$ cat src/rtl/memctl_irq_pkg.sv
package memctl_irq_pkg;

    localparam int NAND_SRC   = 2;
    localparam int WAIT_BASE  = 8;

    typedef enum logic [1:0] {
        ADDR_STATUS = 2'd0,
        ADDR_ENABLE = 2'd1,
        ADDR_POLAR  = 2'd2,
        ADDR_SPARE  = 2'd3
    } reg_addr_e;

    typedef enum logic {
        WP_LOW  = 1'b0,
        WP_HIGH = 1'b1
    } wp_state_e;

endpackage

$ cat src/rtl/wait_sync.sv
module wait_sync #(
    parameter int STAGES = 2
) (
    input  logic clk,
    input  logic rst_n,
    input  logic pin_async,
    output logic pin_sync
);
    logic [STAGES-1:0] chain_q;

    always_ff @(posedge clk or negedge rst_n) begin
        if (!rst_n) begin
            chain_q <= '0;
        end else begin
            chain_q <= {chain_q[STAGES-2:0], pin_async};
        end
    end

    assign pin_sync = chain_q[STAGES-1];
endmodule

$ cat src/rtl/wait_edge_fsm.sv
module wait_edge_fsm
    import memctl_irq_pkg::*;
(
    input  logic clk,
    input  logic rst_n,
    input  logic level,
    input  logic fall_sel,
    output logic edge_evt
);
    wp_state_e state_q, state_d;

    always_ff @(posedge clk or negedge rst_n) begin
        if (!rst_n) begin
            state_q <= WP_LOW;
        end else begin
            state_q <= state_d;
        end
    end

    always_comb begin
        state_d  = state_q;
        edge_evt = 1'b0;
        unique case (state_q)
            WP_LOW: begin
                if (level) begin
                    state_d  = WP_HIGH;
                    edge_evt = !fall_sel;
                end
            end
            WP_HIGH: begin
                if (!level) begin
                    state_d  = WP_LOW;
                    edge_evt = fall_sel;
                end
            end
        endcase
    end

    // a reported edge always coincides with a state transition
    a_r5_evt_moves_state: assert property (@(posedge clk) disable iff (!rst_n)
        edge_evt |=> (state_q != $past(state_q)));
endmodule

$ cat src/rtl/irq_regs.sv
module irq_regs
    import memctl_irq_pkg::*;
#(
    parameter int DATA_W   = 32,
    parameter int NUM_WAIT = 4
) (
    input  logic              clk,
    input  logic              rst_n,
    input  logic [DATA_W-1:0] set_vec,
    input  logic              wr_en,
    input  logic [1:0]        addr,
    input  logic [DATA_W-1:0] wdata,
    output logic [DATA_W-1:0] rdata,
    output logic [DATA_W-1:0] polar,
    output logic              irq_out
);
    localparam logic [DATA_W-1:0] NAND_MASK  = DATA_W'((1 << NAND_SRC) - 1);
    localparam logic [DATA_W-1:0] WAIT_MASK  = DATA_W'((1 << NUM_WAIT) - 1) << WAIT_BASE;
    localparam logic [DATA_W-1:0] VALID_MASK = NAND_MASK | WAIT_MASK;

    reg_addr_e         addr_e;
    logic [DATA_W-1:0] status_q, enable_q, polar_q;
    logic [DATA_W-1:0] clr_vec;
    logic              irq_q;

    assign addr_e  = reg_addr_e'(addr);
    assign clr_vec = (wr_en && addr_e == ADDR_STATUS) ? wdata : '0;

    always_ff @(posedge clk or negedge rst_n) begin
        if (!rst_n) begin
            status_q <= '0;
            enable_q <= '0;
            polar_q  <= '0;
            irq_q    <= 1'b0;
        end else begin
            status_q <= ((status_q & ~clr_vec) | set_vec) & VALID_MASK;
            if (wr_en && addr_e == ADDR_ENABLE) begin
                enable_q <= wdata & VALID_MASK;
            end
            if (wr_en && addr_e == ADDR_POLAR) begin
                polar_q <= wdata & WAIT_MASK;
            end
            irq_q <= |(status_q & enable_q);
        end
    end

    always_comb begin
        unique case (addr_e)
            ADDR_STATUS: rdata = status_q;
            ADDR_ENABLE: rdata = enable_q;
            ADDR_POLAR:  rdata = polar_q;
            ADDR_SPARE:  rdata = '0;
        endcase
    end

    assign polar   = polar_q;
    assign irq_out = irq_q;

    // an arriving event always lands, even against a clear
    a_r9_set_wins: assert property (@(posedge clk) disable iff (!rst_n)
        (|set_vec) |=> ((status_q & $past(set_vec)) == $past(set_vec)));

    // bits written with 1 and not re-set in that cycle end cleared
    a_r4_clear_lands: assert property (@(posedge clk) disable iff (!rst_n)
        (wr_en && addr_e == ADDR_STATUS) |=>
        ((status_q & $past(wdata & ~set_vec & VALID_MASK)) == '0));

    // no enabled pending source means no interrupt next cycle
    a_r7_masked_quiet: assert property (@(posedge clk) disable iff (!rst_n)
        ((status_q & enable_q) == '0) |=> !irq_out);

    // reserved status bits never set
    a_r2_reserved_zero: assert property (@(posedge clk) disable iff (!rst_n)
        (|set_vec) |=> ((status_q & ~VALID_MASK) == '0));
endmodule

$ cat src/rtl/memctl_irq_agg.sv
module memctl_irq_agg
    import memctl_irq_pkg::*;
#(
    parameter int DATA_W   = 32,
    parameter int NUM_WAIT = 4
) (
    input  logic                clk,
    input  logic                rst_n,
    input  logic                nand_fifo_evt,
    input  logic                nand_tc_evt,
    input  logic [NUM_WAIT-1:0] wait_pin,
    input  logic                reg_wr_en,
    input  logic [1:0]          reg_addr,
    input  logic [DATA_W-1:0]   reg_wdata,
    output logic [DATA_W-1:0]   reg_rdata,
    output logic                irq_out
);
    logic [NUM_WAIT-1:0] pin_lvl;
    logic [NUM_WAIT-1:0] pin_evt;
    logic [DATA_W-1:0]   polar;
    logic [DATA_W-1:0]   set_vec;

    for (genvar g = 0; g < NUM_WAIT; g++) begin : g_pin
        wait_sync #(.STAGES(2)) u_sync (
            .clk       (clk),
            .rst_n     (rst_n),
            .pin_async (wait_pin[g]),
            .pin_sync  (pin_lvl[g])
        );
        wait_edge_fsm u_edge (
            .clk      (clk),
            .rst_n    (rst_n),
            .level    (pin_lvl[g]),
            .fall_sel (polar[WAIT_BASE+g]),
            .edge_evt (pin_evt[g])
        );
    end

    always_comb begin
        set_vec    = '0;
        set_vec[0] = nand_fifo_evt;
        set_vec[1] = nand_tc_evt;
        for (int i = 0; i < NUM_WAIT; i++) begin
            set_vec[WAIT_BASE+i] = pin_evt[i];
        end
    end

    irq_regs #(.DATA_W(DATA_W), .NUM_WAIT(NUM_WAIT)) u_regs (
        .clk     (clk),
        .rst_n   (rst_n),
        .set_vec (set_vec),
        .wr_en   (reg_wr_en),
        .addr    (reg_addr),
        .wdata   (reg_wdata),
        .rdata   (reg_rdata),
        .polar   (polar),
        .irq_out (irq_out)
    );
endmodule

$ cat config.mk
export PLATFORM = sky130hd
export DESIGN_NAME = memctl_irq_agg
export DESIGN_NICKNAME = d
export VERILOG_FILES = /design/src/rtl/memctl_irq_pkg.sv /design/src/rtl/wait_sync.sv /design/src/rtl/wait_edge_fsm.sv /design/src/rtl/irq_regs.sv /design/src/rtl/memctl_irq_agg.sv
export SDC_FILE = /design/constraint.sdc
export NUM_CORES = 1
export LEC_CHECK = 0
export ABC_AREA = 1
export CORE_UTILIZATION = 41
export DETAILED_ROUTE_END_ITERATION = 10
export GPL_TIMING_DRIVEN = 0
export PLACE_DENSITY = 0.87
export SLEW_MARGIN = 15
export SYNTH_ARGS = -nofsm -noshare
export SYNTH_HDL_FRONTEND = slang
export SYNTH_HIERARCHICAL = 1
export SYNTH_SLANG_ARGS = --single-unit
$ cat constraint.sdc
create_clock -name clk -period 0.9 [get_ports clk]
set_clock_uncertainty 0.1 [all_clocks]
set_input_delay 0.09 -clock clk [delete_from_list [all_inputs] [get_ports clk]]
set_output_delay 0.09 -clock clk [all_outputs]
set_load 0.01 [all_outputs]
==> summary.md, run 1 <==
| Metric | Value |
|---|---|
| Die H | 61.63 um |
| Leak | 1.181 nW |
| Gr usage total | 18.47% |
| Remaining antenna violation count | 0 |
| Clock power share | 24.5% |
| CTS tree | built |
| Setup Total Neg Slack | -2136 ps |
| R2r setup slk | -140 ps |
| Initial antenna violation count | 0 |
| Switch share | 29.25% |
| First-pass GRT wire length | 4823 um |
| Final Cycle Share | 133.3% |
| Core Box Area | 3363 um^2 |
| Power Dens Cells | 1525 nW/um^2 |
| Startpoint Class | input port |
| Max clock buf depth | 2 |
| Final slew viol count | 0 |
| Avg WL per Cell | 10.69 um |
| Crit Path Category | in -> out |
| Root Driver | clkbuf_4 |
| Final nets | 301 |
| Peak Freq | 0.8333 GHz |
| MaxCap Viol Count | 0 |
| Vias in the first global route | 1159 |
| Die X | 61.63 um |
| Initial core utilization | 43.34% |
| Internal | 0.002256 W |
| Post-Syn Area per Cell | 8.009 um^2 |
| Largest net degree at the start of global routing | 30 |
| Final hold violation count | 0 |
| Cells on Worst Hold Path | 4 |
| Sequential Power Share | 47.5% |
| Diodes inserted | 0 |
| Crit. End Element | output pin |
| Grt ovf | 0 |
| Ys Warns | 6 |
| Via count | 1285 |
| CTS Buf Count | 5 |
| HPWL Detailed | 1977 um |
| Placer congestion estimate | 0.7964 |
| Setup ws final | -300.0 ps |
| Hold endpoint | u_regs/status_q[9]$_DFF_PN0_ |
| Max rail drop VDD | 0.001304 V |
| WP data required | 710 ps |
| Latest clock arrival within the worst-skew pair | 310 ps |
| Final Cell Area | 2091 um^2 |
| H-tree depth | 2 |
| Violated checks | setup timing |
| # setup viols final | 13 |
| Synth Cell Area | 1458 um^2 |
| # clock sinks | 29 |
| Critical Path AT | 1010 ps |
| Hold Slack | 40.49 ps |
| Cell Area, Placed | 1824 um^2 |
| Psw | 0.0009330 W |
| RSZ-0062 raised after global routing | yes |
| Comb power frac | 28.0% |
| Die area | 3798 um^2 |
| Outcome | finished with violations |
| Reg2reg end | u_regs/status_q[9]$_DFF_PN0_ |
| Clock slew at reported path FFs | 90 ps |
| Post-synthesis to final-layout area growth | 43.43% |
| Worst Path Max Fanout | 6 |
| Synthesized instance count | 182 |
| Vias per inst | 4.227 |
| # IOs | 76 |
| Final Critical Period | 1200 ps |
| Row count | 21 |
| Layout cells sized above 1 | 34.50% |
| R2r startpoint | u_regs/polar[9]$_DFFE_PN0P_ |
| First-pass iteration count of the detailed router | 5 |
| Hold Startpoint | reg_wr_en |
| Pre-CTS setup slack | -1002 ps |
| DRT iter0 DRCs | 51 |
| Pwr Total | 0.003189 W |
| DRC | 0 |
| Worst Reg-to-Reg Cells | 6 |
| Port-buffer cells | 22 |
| Worst hold-check path type | in -> reg |
| DRT Wirelength | 3250 um |
## flip-flops by register name, indices dropped and copies added, names as in the netlist
| name | cells |
|---|---|
| g_pin.u_edge/state_q | 4 |
| g_pin.u_sync/chain_q | 8 |
| u_regs/irq_out | 1 |
| u_regs/enable_q | 6 |
| u_regs/polar | 4 |
| u_regs/status_q | 6 |
## what timing repair did
action / CTS / global route
pin swaps: 22 / 13
gates resized for setup: 45 / 17
endpoints found under the setup margin: 22 / 41
endpoints found under the hold margin: 29 / 0
setup buffers: 20 / 3
hold buffers: 1 / 0
## area by class of cell
type	instances	area, um^2
Buffer	28	214.0
Timing Repair Buffer	44	365.4
Sequential cell	29	725.7
Tap cell	46	57.56
Inverter	22	82.58
Fill cell	317	1272
Multi-Input combinational cell	128	590.6
Clock buffer	7	55.05
## metrics by stage
| stage | util, % | instances |
|---|---|---|
| global route | 62.17 | 304 |
| CTS | 60.34 | 303 |
| finish | 62.17 | 304 |
| detailed placement | 54.24 | 275 |
| floorplan | - | 207 |
| global placement | 54.39 | 275 |
## layout by cell type (no fill, tap or decap)
cell type / count
nand3_2: 6
conb_1: 26
nor2_2: 2
nand2_2: 6
nor2_1: 1
clkdlybuf4s50_1: 12
clkbuf_4: 6
buf_6: 6
inv_2: 5
nand2_1: 70
clkbuf_8: 1
nor2_4: 3
clkbuf_1: 1
dlygate4sd3_1: 1
buf_2: 8
buf_4: 43
nand3_1: 12
nand2_4: 2
inv_1: 17
dfrtp_1: 29
clkdlybuf4s15_2: 1
## worst max path at each step
stage | start | end | slack (ps)
2_1_floorplan | u_regs/status_q[1]$_DFF_PN0_ | u_regs/irq_out$_DFF_PN0_ | 80
3_3_place_gp | reg_addr[0] | reg_rdata[10] | -980
3_5_place_dp | reg_addr[1] | reg_rdata[10] | -1000
4_1_cts | u_regs/status_q[10]$_DFF_PN0_ | reg_rdata[10] | -310
5_1_grt | u_regs/polar[10]$_DFFE_PN0P_ | reg_rdata[10] | -360
6_report | reg_addr[1] | reg_rdata[8] | -300
## power groups by stage
stage | Sequential [W] | Combinational, W | Clock, W
5_1_grt | 0.00153 | 0.000993 | 0.000884
3_3_place_gp | 0.00156 | 0.000622 | 0
4_1_cts | 0.00151 | 0.000804 | 0.000812
6_report | 0.00151 | 0.000893 | 0.000782
3_5_place_dp | 0.00157 | 0.000634 | 0
2_1_floorplan | 0.00154 | 0.000398 | 0
## routing by layer
metal | GRT usage (%) | up-vias | routed length [um]
li1 | - | 645 | -
met1 | 20.24 | 586 | 1248
met2 | 31.95 | 46 | 1758
met3 | 4.412 | 8 | 183
met4 | 11.75 | 0 | 60
met5 | 0 | - | 0
## critical path, cell delays in order
cell             delay, ps
clkdlybuf4s15_2        240
nor2_4                 140
buf_6                  120
buf_4                  140
nand2_1                 60
nand3_1                 90
buf_2                  130
Power figures use the tool's default switching activity.
==> inputs of run 2 (changes only) <==
--- a/config.mk
+++ b/config.mk
@@ -10,7 +10,8 @@
 export DETAILED_ROUTE_END_ITERATION = 10
 export GPL_TIMING_DRIVEN = 0
 export PLACE_DENSITY = 0.87
-export SLEW_MARGIN = 15
+export SKIP_LAST_GASP = 1
+export SLEW_MARGIN = 25
 export SYNTH_ARGS = -nofsm -noshare
 export SYNTH_HDL_FRONTEND = slang
 export SYNTH_HIERARCHICAL = 1
==> summary.md, run 2 (same netlist as run 1, synthesis figures left out) <==
| Metric | Value |
|---|---|
| Remaining antenna violation count | 0 |
| Max clock buf depth | 2 |
| Switch share | 29.00% |
| CP Buf/Inv Count | 4 |
| Final slew viol count | 0 |
| # clock sinks | 29 |
| RSZ-0062 raised after global routing | yes |
| Final nets | 301 |
| Crit Path Category | in -> out |
| Sequential Power Share | 47.7% |
| DRC | 0 |
| Clock power share | 24.7% |
| Pre-CTS setup slack | -1002 ps |
| Worst hold-check path type | in -> reg |
| Root Driver | clkbuf_4 |
| Power Dens Cells | 1529 nW/um^2 |
| Most frequent cells in the layout | 71 x nand2_1, 43 x buf_4, 29 x dfrtp_1, 26 x conb_1, 18 x inv_1 |
| Peak Freq | 0.8333 GHz |
| Clock slew at reported path FFs | 90 ps |
| Critical-path cell list | clkdlybuf4s15_2 > nor2_4 > buf_6 > buf_4 > nand2_1 > nand3_1 > buf_2 |
| Row count | 21 |
| Initial antenna violation count | 0 |
| H-tree depth | 2 |
| MaxCap Viol Count | 0 |
| WP data required | 710 ps |
| Layout cells sized above 1 | 32.95% |
| Latest clock arrival within the worst-skew pair | 310 ps |
| Flip-flop count of the largest register after layout | 8 |
| Vias per inst | 4.234 |
| First-pass iteration count of the detailed router | 4 |
| CTS tree | built |
| # setup viols final | 13 |
| Max rail drop VDD | 0.001318 V |
| Setup ws final | -300.0 ps |
| DRT Wirelength | 3180 um |
| Die H | 61.63 um |
| Crit-path max cell delay | 240 ps |
| Core Box Area | 3363 um^2 |
| HPWL Detailed | 1977 um |
| Psw | 0.0009192 W |
| FILL cells | 319 |
| Gr usage total | 18.38% |
| Final Cycle Share | 133.3% |
| Via count | 1287 |
| Outcome | finished with violations |
| R2r setup slk | -130 ps |
| Die area | 3798 um^2 |
| Biggest regs | g_pin.u_sync/chain_q (8), u_regs/enable_q (6), u_regs/status_q (6) |
| Diodes inserted | 0 |
| Largest net degree at the start of global routing | 30 |
| First-pass GRT wire length | 4795 um |
| Final hold violation count | 0 |
| Critical Path AT | 1010 ps |
| Initial core utilization | 43.34% |
| # IOs | 76 |
| CTS Buf Count | 5 |
| Post-synthesis to final-layout area growth | 42.23% |
| Violated checks | setup timing |
| DRT iter0 DRCs | 46 |
| Placer congestion estimate | 0.7964 |
| Crit. End Element | output pin |
| Top Family by Delay on Critical Path | buffers and inverters |
| Avg WL per Cell | 10.46 um |
| Crit path max-delay cell type | clkdlybuf4s15_2 |
| Leak | 1.177 nW |
| Startpoint Class | input port |
| Final Critical Period | 1200 ps |
| Most common cell after layout, fill and taps aside | nand2_1 |
| Vias in the first global route | 1154 |
| Die X | 61.63 um |
| Comb power frac | 27.6% |
| Worst Path Max Fanout | 6 |
| Internal | 0.002250 W |
| Setup Total Neg Slack | -2113 ps |
| Largest Register | g_pin.u_sync/chain_q |
| Port-buffer cells | 22 |
| Grt ovf | 0 |
==> run 2: cell counts in the layout (fill, tap and decap cells not counted) <==
No cell type changed its count.
==> run 2: what timing repair did <==
item | in CTS | in global routing
pin swaps | 22 | 13
buffers inserted | 20 | 3
resized for setup | 43 | 14
setup endpoints to repair | 22 | 41
hold endpoints to repair | 29 | 0
hold buffers | 1 | 0
==> run 2: final timing paths <==
check,start,to,cells after the start
worst max-delay path,reg_addr[1],reg_rdata[8],7
min in group asynchronous,rst_n,u_regs/enable_q[8]$_DFFE_PN0P_,2
max in group asynchronous,rst_n,u_regs/status_q[11]$_DFF_PN0_,2
worst min register to register,g_pin[0].u_sync/chain_q[0]$_DFF_PN0_,g_pin[0].u_sync/chain_q[1]$_DFF_PN0_,0
worst max register to register,u_regs/polar[9]$_DFFE_PN0P_,u_regs/status_q[9]$_DFF_PN0_,6
worst min-delay path,reg_wr_en,u_regs/status_q[9]$_DFF_PN0_,4
==> run 2: worst min-delay path: stages <==
cell     delay [ps]
buf_4           160
nand3_1          90
nand2_1          50
nand2_1          40
==> run 2: metal layers <==
layer | part of all wire, % | global-route usage [%]
met3 | 5.5 | 4.412
met5 | 0 | 0
met2 | 53 | 31.95
met4 | 2.5 | 11.75
met1 | 39 | 19.97
==> run 2: final cells by class <==
type                    instances  area, um^2  area share [%]
plain buffers                  28       214.0           10.32
multi-input cells             128       573.1           27.64
flip-flops and latches         29       725.7           35.00
repair buffers                 44       365.4           17.62
well taps                      46       57.56           2.776
inverters                      22       82.58           3.983
clock buffers                   7       55.05           2.655
==> run 2: through the flow <==
step	util [%]	instances	hold WS (ps)	instance area [um^2]	total power [W]
after floorplan	-	207	-305.6	1551	0.001941
after global placement	54.39	275	233.4	1829	0.002178
after detailed placement	54.24	275	49.41	1824	0.002200
after CTS	60.19	303	16.14	2024	0.003118
after global routing	61.64	304	43.81	2073	0.003390
final	61.64	304	41.07	2073	0.003169
==> run 2: power groups by stage <==
stage / Combinational [W] / Clock [W] / Sequential [W]
floorplan: 0.000398 / 0 / 0.00154
global route: 0.000976 / 0.000884 / 0.00153
detailed placement: 0.000634 / 0 / 0.00157
global placement: 0.000622 / 0 / 0.00156
finish: 0.000874 / 0.000783 / 0.00151
CTS: 0.000800 / 0.000812 / 0.00151
==> inputs of run 3 (changes only) <==
--- a/config.mk
+++ b/config.mk
@@ -9,7 +9,7 @@
 export CORE_UTILIZATION = 41
 export DETAILED_ROUTE_END_ITERATION = 10
 export GPL_TIMING_DRIVEN = 0
-export PLACE_DENSITY = 0.87
+export PLACE_DENSITY = 0.79
 export SKIP_LAST_GASP = 1
 export SLEW_MARGIN = 25
 export SYNTH_ARGS = -nofsm -noshare
==> summary.md, run 3 (same netlist as run 1, synthesis figures left out) <==
| Metric | Value |
|---|---|
| Outcome | finished with violations |
| Violated checks | setup timing |
| Die X | 61.63 um |
| Final Critical Period | 1203 ps |
| Flip-flop count of the largest register after layout | 8 |
| Final Cycle Share | 133.7% |
| Initial core utilization | 43.34% |
| Gr usage total | 16.85% |
| R2r setup slk | -90 ps |
| Grt ovf | 0 |
| # setup viols final | 13 |
| Die area | 3798 um^2 |
| MaxCap Viol Count | 0 |
| Reg2reg end | u_regs/irq_out$_DFF_PN0_ |
| Hold endpoint | u_regs/status_q[9]$_DFF_PN0_ |
| DRC | 0 |
| Leak | 1.186 nW |
| CTS tree | built |
| Worst Path Max Fanout | 2 |
| Vias in the first global route | 1116 |
| Crit path max-delay cell type | dfrtp_1 |
| Hold Slack | 47.86 ps |
| Crit. End Element | output pin |
| Final nets | 299 |
| Initial antenna violation count | 0 |
| Setup ws final | -303.1 ps |
| Diodes inserted | 0 |
| Max rail drop VDD | 0.001019 V |
| Latest clock arrival within the worst-skew pair | 320 ps |
| Placer congestion estimate | 0.8078 |
| Row count | 21 |
| Worst hold-check path type | in -> reg |
| Post-synthesis to final-layout area growth | 43.69% |
| R2r startpoint | u_regs/status_q[10]$_DFF_PN0_ |
| Root Driver | clkbuf_4 |
| Power Dens Cells | 1567 nW/um^2 |
| Largest net degree at the start of global routing | 30 |
| Via count | 1265 |
| Final hold violation count | 0 |
| Final Cell Area | 2095 um^2 |
| Core Box Area | 3363 um^2 |
| Crit Path Category | reg -> out |
| Worst Reg-to-Reg Cells | 5 |
| Avg WL per Cell | 9.944 um |
| Pwr Total | 0.003282 W |
| Cells on Worst Hold Path | 4 |
| Vias per inst | 4.175 |
| First-pass iteration count of the detailed router | 4 |
| Port-buffer cells | 22 |
| Biggest regs | g_pin.u_sync/chain_q (8), u_regs/enable_q (6), u_regs/status_q (6) |
| First-pass GRT wire length | 4443 um |
| # IOs | 76 |
| HPWL Detailed | 1875 um |
| WP data required | 710 ps |
| Layout cells sized above 1 | 33.85% |
| Peak Freq | 0.8312 GHz |
| CTS Buf Count | 5 |
| Largest Register | g_pin.u_sync/chain_q |
| Critical-path cell list | nand2_1 > nand3_1 > buf_2 |
| Crit-path max cell delay | 400 ps |
| Cell Area, Placed | 1824 um^2 |
| Hold Startpoint | reg_wr_en |
| Final slew viol count | 0 |
| Clock slew at reported path FFs | 90 ps |
| H-tree depth | 2 |
| Setup crit start | u_regs/polar[8]$_DFFE_PN0P_ |
| Startpoint Class | flip-flop |
| FILL cells | 294 |
| RSZ-0062 raised after global routing | yes |
| DRT Wirelength | 3013 um |
| Remaining antenna violation count | 0 |
| # clock sinks | 29 |
| Critical Path AT | 1010 ps |
| DRT iter0 DRCs | 45 |
| Die H | 61.63 um |
| Most frequent cells in the layout | 71 x nand2_1, 39 x buf_4, 29 x dfrtp_1, 26 x conb_1, 18 x inv_1 |
| Max clock buf depth | 2 |
| Most common cell after layout, fill and taps aside | nand2_1 |
-- run 3: cell count changes in the layout (fill, tap and decap cells not counted), sizes merged --
| cell | before | now |
|---|---|---|
| buf | 57 | 56 |
| clkdlybuf4s15 | 1 | 0 |
| clkinv | 0 | 1 |
-- run 3: per-layer routing --
metal | vias to the layer above | global-route usage, % | routed length, um
li1 | 642 | - | -
met1 | 577 | 17.77 | 1262
met2 | 37 | 30.41 | 1517
met3 | 9 | 4.412 | 151
met4 | 0 | 9.206 | 82
met5 | - | 0 | 0
-- run 3: through the flow --
| stage | setup TNS [ps] | utilization [%] | std cells | setup WS, ps |
|---|---|---|---|---|
| after global routing | -2637 | 62.28 | 303 | -353.1 |
| after global placement | -37440 | 54.39 | 275 | -985.9 |
| after floorplan | 0 | - | 207 | 83.94 |
| after detailed placement | -13860 | 54.24 | 275 | -994.5 |
| after CTS | -2035 | 59.82 | 302 | -298.8 |
| final | -1958 | 62.28 | 303 | -303.1 |
-- run 3: worst max-delay path by stage --
| stage | endpoint | slack (ps) | cells after the start |
|---|---|---|---|
| floorplan | u_regs/irq_out$_DFF_PN0_ | 80 | 4 |
| global placement | reg_rdata[10] | -990 | 6 |
| detailed placement | reg_rdata[9] | -990 | 6 |
| CTS | reg_rdata[8] | -300 | 3 |
| global route | reg_rdata[8] | -350 | 3 |
| finish | reg_rdata[8] | -300 | 3 |
-- run 3: critical path, delay by kind of cell (launching register included) --
family | cells | cell delay (ps)
buf+inv | 1 | 150
flops | 1 | 400
simple gates | 2 | 150
-- run 3: repair_timing --
action | 4_1_cts | 5_1_grt
pin swaps | 11 | 17
hold buffers | 1 | 0
setup endpoints to repair | 22 | 41
endpoints found under the hold margin | 29 | 0
buffers inserted | 18 | 3
resized for setup | 38 | 26
-- run 3: power by group --
group          internal [W]  leakage (nW)  switching (W)
registers           0.00144         0.332      0.0000787
clock network      0.000452        0.0413       0.000418
logic              0.000456         0.813       0.000440
-- run 3: cell type report --
cell class	instances	area (um^2)	share of cell area [%]
Sequential cell	29	725.7	34.65
Multi-Input combinational cell	128	593.1	28.32
Timing Repair Buffer	42	351.6	16.79
Buffer	28	214.0	10.22
Inverter	22	82.58	3.943
Clock buffer	7	65.06	3.106
Tap cell	46	57.56	2.748
Clock inverter	1	5.005	0.2389
